File: src/rtl/sclk_div_pkg.sv
package sclk_div_pkg;

    typedef enum logic [1:0] {
        ST_HOLD = 2'd0,
        ST_LOW  = 2'd1,
        ST_HIGH = 2'd2
    } sclk_state_e;

endpackage

File: src/rtl/sclk_reload_calc.sv
module sclk_reload_calc #(
    parameter int DIV_W   = 8,
    parameter int POW_MAX = 15,
    parameter int CNT_W   = 16
) (
    input  logic [DIV_W-1:0] div_val,
    input  logic             mode_lin,
    output logic [CNT_W-1:0] reload_val
);
    localparam int SH_W = $clog2(POW_MAX + 1);

    logic [SH_W-1:0]  shamt;
    logic [CNT_W-1:0] pow_val;
    logic [CNT_W-1:0] lin_val;

    // exponent clamp for the power-of-two scheme
    always_comb begin
        if (div_val > DIV_W'(POW_MAX))
            shamt = SH_W'(POW_MAX);
        else
            shamt = div_val[SH_W-1:0];
    end

    assign pow_val = (CNT_W'(1) << shamt) - CNT_W'(1);

    generate
        if (CNT_W > DIV_W) begin : g_lin_ext
            assign lin_val = {{(CNT_W-DIV_W){1'b0}}, div_val};
        end else begin : g_lin_same
            assign lin_val = div_val[CNT_W-1:0];
        end
    endgenerate

    // counter holds half-period minus one
    assign reload_val = mode_lin ? lin_val : pow_val;

endmodule

File: src/rtl/sclk_halfcnt.sv
module sclk_halfcnt #(
    parameter int CNT_W = 16
) (
    input  logic             clk,
    input  logic             rst_n,
    input  logic             load,
    input  logic             dec,
    input  logic [CNT_W-1:0] load_val,
    output logic             zero
);
    logic [CNT_W-1:0] cnt_q;

    always_ff @(posedge clk or negedge rst_n) begin
        if (!rst_n)
            cnt_q <= '0;
        else if (load)
            cnt_q <= load_val;
        else if (dec)
            cnt_q <= cnt_q - CNT_W'(1);
    end

    assign zero = (cnt_q == '0);

endmodule

File: src/rtl/sclk_edge_fsm.sv
module sclk_edge_fsm
    import sclk_div_pkg::*;
(
    input  logic clk,
    input  logic rst_n,
    input  logic run,
    input  logic cnt_zero,
    output logic cnt_load,
    output logic cnt_dec,
    output logic tick,
    output logic phase
);
    sclk_state_e state_q, state_d;
    logic        tick_q, tick_d;

    // state register
    always_ff @(posedge clk or negedge rst_n) begin
        if (!rst_n) begin
            state_q <= ST_HOLD;
            tick_q  <= 1'b0;
        end else begin
            state_q <= state_d;
            tick_q  <= tick_d;
        end
    end

    // transitions
    always_comb begin
        state_d = state_q;
        tick_d  = 1'b0;
        if (!run) begin
            state_d = ST_HOLD;                 // stop
        end else begin
            unique case (state_q)
                ST_HOLD, ST_LOW: begin
                    if (cnt_zero) begin
                        state_d = ST_HIGH;     // rise
                        tick_d  = 1'b1;
                    end else begin
                        state_d = ST_LOW;      // hold-exit / keep low
                    end
                end
                ST_HIGH: begin
                    if (cnt_zero) begin
                        state_d = ST_LOW;      // fall
                        tick_d  = 1'b1;
                    end
                end
                default: state_d = ST_HOLD;
            endcase
        end
    end

    // outputs
    always_comb begin
        cnt_load = !run || cnt_zero;
        cnt_dec  = run && !cnt_zero;
        tick     = tick_q;
        phase    = (state_q == ST_HIGH);
    end

endmodule

File: src/rtl/spi_sclk_divider.sv
module spi_sclk_divider #(
    parameter int DIV_W   = 8,
    parameter int POW_MAX = 15
) (
    input  logic             clk,
    input  logic             rst_n,
    input  logic [DIV_W-1:0] div_val,
    input  logic             mode_lin,
    input  logic             run,
    output logic             sclk_tick,
    output logic             sclk_phase
);
    localparam int CNT_W = ((POW_MAX > DIV_W) ? POW_MAX : DIV_W) + 1;

    logic [CNT_W-1:0] reload_val;
    logic             cnt_zero;
    logic             cnt_load;
    logic             cnt_dec;

    sclk_reload_calc #(
        .DIV_W  (DIV_W),
        .POW_MAX(POW_MAX),
        .CNT_W  (CNT_W)
    ) u_reload (
        .div_val   (div_val),
        .mode_lin  (mode_lin),
        .reload_val(reload_val)
    );

    sclk_halfcnt #(
        .CNT_W(CNT_W)
    ) u_cnt (
        .clk     (clk),
        .rst_n   (rst_n),
        .load    (cnt_load),
        .dec     (cnt_dec),
        .load_val(reload_val),
        .zero    (cnt_zero)
    );

    sclk_edge_fsm u_fsm (
        .clk     (clk),
        .rst_n   (rst_n),
        .run     (run),
        .cnt_zero(cnt_zero),
        .cnt_load(cnt_load),
        .cnt_dec (cnt_dec),
        .tick    (sclk_tick),
        .phase   (sclk_phase)
    );

endmodule

File: config.mk
export PLATFORM = sky130hd
export DESIGN_NAME = spi_sclk_divider
export DESIGN_NICKNAME = d
export VERILOG_FILES = /design/src/rtl/sclk_div_pkg.sv /design/src/rtl/sclk_reload_calc.sv /design/src/rtl/sclk_halfcnt.sv /design/src/rtl/sclk_edge_fsm.sv /design/src/rtl/spi_sclk_divider.sv
export SDC_FILE = /design/constraint.sdc
export NUM_CORES = 1
export LEC_CHECK = 0
export ABC_AREA = 1
export BUFFER_PORTS_ARGS = -buffer_cell sky130_fd_sc_hd__buf_4
export CAP_MARGIN = 20
export CELL_PAD_IN_SITES_DETAIL_PLACEMENT = 0
export CELL_PAD_IN_SITES_GLOBAL_PLACEMENT = 1
export CORE_MARGIN = 1
export CORE_UTILIZATION = 41
export CTS_BUF_LIST = sky130_fd_sc_hd__clkbuf_2 sky130_fd_sc_hd__clkbuf_4 sky130_fd_sc_hd__clkbuf_8
export DETAILED_ROUTE_END_ITERATION = 10
export PLACE_DENSITY_LB_ADDON = 0.1
export SYNTH_ARGS = -nofsm -noshare
export SYNTH_HDL_FRONTEND = slang
export SYNTH_SLANG_ARGS = --single-unit
File: constraint.sdc
create_clock -name clk -period 4.7 [get_ports clk]
set_input_delay 0 -clock clk [delete_from_list [all_inputs] [get_ports clk]]
set_output_delay 0 -clock clk [all_outputs]
set_load 0.02 [all_outputs]
-- Word-level counts from Yosys, hierarchy flattened
Cells that the tools add are included.
- register bits after elaboration: 19
- bits in latches: 0
- memory bits (writable): 0
- memory bits (read-only): 0
- input bits: 12
- logic and storage cells: 30
- memories: 0
- add/subtract/negate cells: 2
- multiply operators: 0
- divide/modulo/power cells: 0
- order comparisons: 1
- equal/unequal tests: 3
- shift-type cells: 1
- multiplexer cells: 11
- bitwise logic cells: 0
- reductions and logical operators: 9
- operator list (operator ; count):
    $mux 16 ; 3
    $logic_not 16->1 ; 1
    $shl 1x4->16 const A ; 1
    $sub 16x1->16 const B ; 1
    $sub 16x2->16 const B ; 1
    $gt 8x4->1 const B ; 1
    $mux 2 ; 3
    $mux 4 ; 1
    $pmux 2 s2 ; 1
    $mux 1 ; 3
    $ne 3x2->1 const B ; 1
    $reduce_or 3->1 ; 1
    $eq 2x1->1 const B ; 1
    $eq 2x2->1 const B ; 1
    $logic_not 1->1 ; 2
    $logic_not 2->1 ; 1
    $reduce_bool 2->1 ; 1
    $reduce_or 2->1 ; 1
    $logic_and 1x1->1 ; 1
    $logic_or 1x1->1 ; 1

-- Longest topological paths before layout
Gate-level depths: netlist (run 1).
- word-level depth: 6
- depth in mapped cells: 12

-- By module
Synthesis (run 1) repeated with hierarchy kept, for this count alone.
- cells, all modules: 266
- area, all modules: 1709.1 sq um
- by module, submodules not included (module ; instances ; cells an instance ; area each (sq um) ; sequential area each (sq um)):
    sclk_halfcnt ; 1 ; 156 ; 1093.5 ; 400.4
    sclk_reload_calc ; 1 ; 91 ; 460.4 ; 0.0
    sclk_edge_fsm ; 1 ; 19 ; 155.1 ; 75.1

-- Worst setup path before layout (run 1)
No wires, ideal clock.
- path kind: reg-to-reg
- start: register u_cnt.cnt_q[0]
- end: register u_cnt.cnt_q[13]
- setup time: 0.119 ns
- arrival time: 1.367 ns
- setup slack: 3.214 ns
- stages on the path, launching flop included: 11
- buffers on the path: 1
- period minus slack after synthesis: 1.486 ns
- cells stage by stage: dfrtp_1 > inv_1 > ha_1 > nand2_2 > nor2_2 > nand2_4 > nand2_8 > inv_6 > buf_6 > nand2_1 > o21ai_2
- word-level cells in the longest chain between the ends: 4
- RTL lines (what ; line ; RTL):
    start: declaration ; sclk_halfcnt.sv:11 ; logic [CNT_W-1:0] cnt_q;
    start signal: assignment ; sclk_halfcnt.sv:17 ; cnt_q <= load_val;
    start signal: assignment ; sclk_halfcnt.sv:19 ; cnt_q <= cnt_q - CNT_W'(1);
    parallel branches: the longest is 4 deep, another holds $sub 16x1->16 ; - ;
Several ways; the timed one is not identified. The select of a mux whose other input is x is not followed.
A chain may end at the register's enable or synchronous reset.

-- Worst setup path in the final report (run 1)
Same ends and word-level chain as after synthesis.

==> results of run 1 <==
## metrics by stage
stage / cells / total power [W] / cell area [µm²] / util [%] / setup slack [ns]
floorplan: 214 / 0.000255 / 1570 / - / 3.21
CTS: 277 / 0.000399 / 1750 / 47.9 / 3.03
global route: 277 / 0.000425 / 1750 / 47.9 / 2.88
detailed placement: 272 / 0.000285 / 1700 / 46.4 / 3.06
global placement: 272 / 0.000286 / 1700 / 46.4 / 3.13
finish: 277 / 0.000400 / 1750 / 47.9 / 3.05
## how the worst min path moves through the flow
stage	to	slack (ns)	cells after the start
after floorplan	u_cnt.cnt_q[0]$_DFF_PN0_	-0.30	0
after global placement	u_fsm.state_q[1]$_DFFE_PN0P_	-0.11	1
after detailed placement	u_fsm.tick$_DFF_PN0_	-0.11	1
after CTS	u_fsm.tick$_DFF_PN0_	0.03	3
after global routing	u_fsm.state_q[0]$_DFFE_PN0P_	0.04	2
final	u_fsm.tick$_DFF_PN0_	0.03	3
## area by class of cell
type                            instances  area (µm²)
Tap cell                               48        60.1
Sequential cell                        19         475
Fill cell                             373        1910
Clock buffer                            3        41.3
Timing Repair Buffer                   14         108
Inverter                               22        87.6
Clock inverter                          1        5.00
Multi-Input combinational cell        170         977
## worst max-delay path, stage by stage, from the launching register on
cell and delay, ns:
dfrtp_1 0.39, inv_1 0.08, ha_1 0.22, nand2_2 0.10, nor2_2 0.20, nand2_4 0.11
nand2_8 0.12, inv_6 0.09, nor2_8 0.10, nand2_2 0.07, o21ai_2 0.10
## logic make-up (layout without fill, tap and decap cells)
group	after synthesis	in the layout	synth area share, %
AND/OR/NAND/NOR	130	130	42.6
AO/OA/AOI/OAI	26	26	11.3
buffers and inverters	25	40	7.49
flip-flops	19	19	30.3
adder cells (fa/ha/maj)	2	2	1.59
XOR/XNOR	12	12	6.69
## sequential cells by signal, indices dropped and copies added (netlist names)
register / cells
u_cnt.cnt_q: 16
u_fsm.state_q: 2
u_fsm.tick: 1
## synth_stat cells, types with 5 or more instances
cell type	instances
nor3_1	5
nor2_1	33
o21ai_0	7
inv_1	17
nand3_1	17
xor2_1	9
nand2_1	50
nor2_2	6
dfrtp_1	19
## layer usage
| metal | GRT usage [%] | part of all wire [%] | up-vias |
|---|---|---|---|
| li1 | - | - | 722 |
| met1 | 25.1 | 48 | 647 |
| met2 | 34.2 | 48 | 34 |
| met3 | 2.32 | 3.4 | 2 |
| met4 | 3.41 | 0.65 | 0 |
| met5 | 0 | 0 | - |
## power by group through the flow
| stage | Sequential (W) | Combinational, W | Clock (W) |
|---|---|---|---|
| after floorplan | 0.000192 | 0.0000625 | 0 |
| after global placement | 0.000196 | 0.0000896 | 0 |
| after detailed placement | 0.000196 | 0.0000887 | 0 |
| after CTS | 0.000193 | 0.0000902 | 0.000116 |
| after global routing | 0.000195 | 0.000101 | 0.000128 |
| final | 0.000193 | 0.0000895 | 0.000118 |
==> impl_metrics.py, run 1 <==
metrics = {
    "timing": {
        "fmax_mhz": 604,
        "min_period_ns": 1.65,
        "tightestPinTransition_ns": 0.417,
        "whs_ns": 0.0308,
        "rsz0062_at_grt": "no",
        "period_share_pct": 35.2,
        "slew_viol_final": 0,
        "setup_viol": 0,
        "relSlewSlack_pct": 71.9,
        "finalClockSkew_ns": 0.00166,
        "hold_viol_final": 0,
        "tns_ns": 0,
    },
    "floorplanning": {
        "dieWidth_um": 63.9,
        "pin_count": 14,
        "die_area_um2": 4080,
        "row_count": 22,
        "die_h_um": 63.9,
        "start_util_pct": 42.9,
        "core_area_um2": 3660,
    },
    "critical_path": {
        "reg2reg_slack_ns": 3.05,
        "cp_max_fo": 16,
        "rr_worst_depth": 10,
        "cp_data_arrival_time_ns": 1.85,
        "r2r_end": "u_cnt.cnt_q[13]$_DFF_PN0_",
        "crit_type": "reg2reg",
        "worstPathRequired_ns": 4.89,
        "startpoint": "u_cnt.cnt_q[0]$_DFF_PN0_",
        "start_kind": "register",
        "crit_path_end": "u_cnt.cnt_q[13]$_DFF_PN0_",
        "crit_path_end_kind": "register",
        "r2r-start": "u_cnt.cnt_q[0]$_DFF_PN0_",
    },
    "yosys": {
        "netlist_instances": 214,
        "synth_edf_count": 0,
        "synth.distinct_cells": 37,
        "synthFlopType": "dfrtp_1",
        "avgSynthCellArea_um2": 7.34,
        "synth.top_cell.area_share_pct": 30.3,
        "synth_warnings": 0,
        "synth_top_area_cell": "dfrtp_1",
        "synth.area.top_cells": "dfrtp_1, nand2_1, nor2_1",
        "synthArstFlopShare_pct": 100,
        "synthesis.area_um2": 1570,
        "synth-seq-cells": 19,
        "ys_seq_area_share_pct": 30.3,
        "syn-num-nets": 228,
    },
    "clock_network": {
        "path_clk_slew_ns": 0.08,
        "htreeDepth": 1,
        "cts_setup_buffers": 0,
        "ctsHoldBuffers": 1,
        "cts.sinks": 19,
        "cts_tree": "built",
        "cts_buffers": 3,
        "insertion_delay_ns": 0.26,
        "post_cts_resized": 0,
        "clk_path_buf_depth": 2,
        "clockRootBuffer": "clkbuf_8",
    },
    "pwr": {
        "switching_share_pct": 32.2,
        "ir_worst_vdd_uv": 120,
        "p_leak_nw": 0.821,
        "p_int_w": 0.000272,
        "power.density_nw_per_um2": 228,
        "seq_power_share_pct": 48.2,
        "net-switching-power_w": 0.000129,
        "combinationalPowerShare_pct": 22.4,
        "clkPwrFrac_pct": 29.4,
    },
    "drt": {
        "drt-pass1-iter-count": 4,
        "vias": 1405,
        "drc": 0,
        "drt-wirelength-per-cell_um": 12.8,
        "drt_wl_total_um": 3530,
        "vias_per_cell": 5.07,
        "ant_nets": 0,
        "drt_iter0_markers": 69,
    },
    "finish": {
        "final_layout_size_suffix_gt1_share_pct": 20.5,
        "layout_common_cells": "nand2_1, nor2_1, dfrtp_1, inv_1, nand3_1",
        "final_common_cell": "nand2_1",
        "nNetsFinal": 244,
        "area_delta_synth_final_pct": 11.7,
        "antennaDiodeCount": 0,
    },
    "status": {
        "status": "finished clean",
    },
    "placement": {
        "dp_hpwl_um": 2870,
        "port_buffers": 13,
        "place_congestion": 0.853,
    },
    "global_route": {
        "track_usage_pct": 19.3,
        "antenna_found_initial": 0,
        "grt_max_degree": 20,
        "grt_overflow": 0,
        "grt_pass1_wl_um": 6210,
        "grt_pass1_vias": 1343,
    },
    "min_path": {
        "hold_class": "in2reg",
        "hp-start": "run",
    },
    "flow_run": {
        "cap_violations": 0,
    },
}
Power figures use the tool's default switching activity.
==> run 2: changes to the inputs <==
==> constraint.sdc (replaced) <==
create_clock -name clk -period 1.54 [get_ports clk]
set_input_delay 0 -clock clk [delete_from_list [all_inputs] [get_ports clk]]
set_output_delay 0 -clock clk [all_outputs]
set_load 0.02 [all_outputs]
==> run 2 against run 1 <==
Net effect: utilization up 5.8 points; first-iteration DRC count down 42%; clock-buffer cell count is 1 higher; sequential power increased to 3.1 times the previous value; largest power group unchanged.
==> impl_metrics.py, run 2 (synthesized netlist as in run 1, its figures left out) <==
metrics = {
    "floorplanning": {
        "start_util_pct": 42.9,
        "core_area_um2": 3660,
        "row_count": 22,
        "dieWidth_um": 63.9,
        "pin_count": 14,
        "die_area_um2": 4080,
        "die_h_um": 63.9,
    },
    "critical_path": {
        "crit_type": "reg2reg",
        "startpoint": "u_cnt.cnt_q[1]$_DFF_PN0_",
        "crit_path_end_kind": "register",
        "r2r_end": "u_cnt.cnt_q[8]$_DFF_PN0_",
        "r2r-start": "u_cnt.cnt_q[1]$_DFF_PN0_",
        "cp_data_arrival_time_ns": 1.58,
        "cp_max_fo": 3,
        "start_kind": "register",
        "reg2reg_slack_ns": 0.11,
        "rr_worst_depth": 9,
        "crit_path_end": "u_cnt.cnt_q[8]$_DFF_PN0_",
        "worstPathRequired_ns": 1.68,
    },
    "pwr": {
        "power.density_nw_per_um2": 660,
        "ir_worst_vdd_uv": 268,
        "p_leak_nw": 0.925,
    },
    "drt": {
        "ant_nets": 0,
        "vias": 1483,
        "drt-pass1-iter-count": 4,
        "drt_iter0_markers": 40,
        "drt-wirelength-per-cell_um": 13.0,
        "drc": 0,
        "drt_wl_total_um": 3880,
        "vias_per_cell": 4.98,
    },
    "global_route": {
        "grt_overflow": 0,
        "grt_pass1_vias": 1511,
        "antenna_found_initial": 0,
        "grt_pass1_wl_um": 6760,
        "grt_max_degree": 20,
        "track_usage_pct": 21.2,
    },
    "timing": {
        "min_period_ns": 1.43,
        "hold_viol_final": 0,
        "setup_viol": 0,
        "rsz0062_at_grt": "yes",
        "finalClockSkew_ns": 0.00257,
        "period_share_pct": 93.0,
        "fmax_mhz": 698,
        "slew_viol_final": 0,
        "tightestPinTransition_ns": 0.350,
        "postLayoutSetupSlackWorst_ns": 0.108,
        "relSlewSlack_pct": 76.4,
    },
    "clock_network": {
        "cts.sinks": 19,
        "htreeDepth": 1,
        "clk_path_buf_depth": 2,
        "insertion_delay_ns": 0.25,
        "cts_buffers": 3,
        "clockRootBuffer": "clkbuf_8",
        "cts_tree": "built",
        "path_clk_slew_ns": 0.07,
    },
    "finish": {
        "layout_common_cells": "nand2_1, buf_4, nor2_1, dfrtp_1, nand3_1",
        "area_delta_synth_final_pct": 25.2,
        "final_layout_size_suffix_gt1_share_pct": 32.8,
        "antennaDiodeCount": 0,
        "final_common_cell": "nand2_1",
        "largest_register_ff_count": 16,
        "design_area_um2": 1970,
        "nNetsFinal": 265,
        "regMostFlops": "u_cnt.cnt_q",
    },
    "placement": {
        "port_buffers": 13,
        "place_congestion": 0.857,
        "placed_cell_area_um2": 1780,
        "dp_hpwl_um": 3040,
        "place_worst_setup_slack_ns": -0.0611,
    },
    "status": {
        "status": "finished clean",
    },
    "min_path": {
        "hold_depth": 3,
        "hold_class": "in2reg",
    },
    "flow_run": {
        "cap_violations": 0,
    },
}
[run 2: cell count changes in the layout (fill, tap and decap cells not counted), sizes merged]
cell / previous run / this run
buf: 13 / 34
clkbuf: 3 / 4
clkinv: 1 / 0
[run 2: cell type report]
cell class / instances / area, µm²
fillers: 362 / 1700
multi-input cells: 170 / 1020
flip-flops and latches: 19 / 477
repair buffers: 35 / 265
inverters: 22 / 90.1
well taps: 48 / 60.1
clock buffers: 4 / 48.8
[run 2: worst min path at each step]
stage / endpoint / from / slack, ns
6_report: u_fsm.tick$_DFF_PN0_ / run / 0.05
5_1_grt: u_fsm.state_q[0]$_DFFE_PN0P_ / run / 0.06
4_1_cts: u_fsm.tick$_DFF_PN0_ / run / 0.04
3_5_place_dp: u_fsm.tick$_DFF_PN0_ / rst_n / -0.11
3_3_place_gp: u_fsm.state_q[1]$_DFFE_PN0P_ / rst_n / -0.12
2_1_floorplan: u_cnt.cnt_q[0]$_DFF_PN0_ / rst_n / -0.30
[run 2: critical path, stage by stage (launching register included)]
cell     delay (ns)
dfrtp_1        0.37
inv_2          0.05
ha_4           0.16
nand2_2        0.11
nor2_4         0.05
buf_4          0.12
buf_4          0.12
xor2_1         0.14
o21ai_0        0.14
inv_1          0.05
[run 2: timing repair]
item / in CTS / in global routing
hold endpoints to repair: 19 / 0
resized for setup: 3 / 14
setup buffers: 2 / 8
setup endpoints to repair: 8 / 11
hold buffers: 1 / 0
pin swaps: 2 / 6
[run 2: layer usage]
metal / vias up / global-route usage, % / routed length (µm)
met5: - / 0 / 0
met1: 686 / 25.4 / 1750
met2: 28 / 39.0 / 1990
li1: 765 / - / -
met3: 4 / 1.79 / 105
met4: 0 / 7.39 / 40
[run 2: power breakdown]
part	leakage, nW	switching [W]	internal, W
registers	0.227	0.0000473	0.000544
clock network	0.0262	0.000161	0.000201
logic	0.672	0.000192	0.000150
total	0.925	0.000401	0.000895
[run 2: metrics by stage]
step	setup TNS (ns)	utilization, %	std cells	total power, W	hold slack (ns)
2_1_floorplan	0	-	214	0.000778	-0.296
3_5_place_dp	-0.276	48.6	283	0.000889	-0.113
4_1_cts	0	51.1	290	0.00127	0.0357
5_1_grt	-0.0371	53.7	298	0.00137	0.0557
3_3_place_gp	0	48.6	283	0.000888	-0.117
6_report	0	53.7	298	0.00130	0.0493
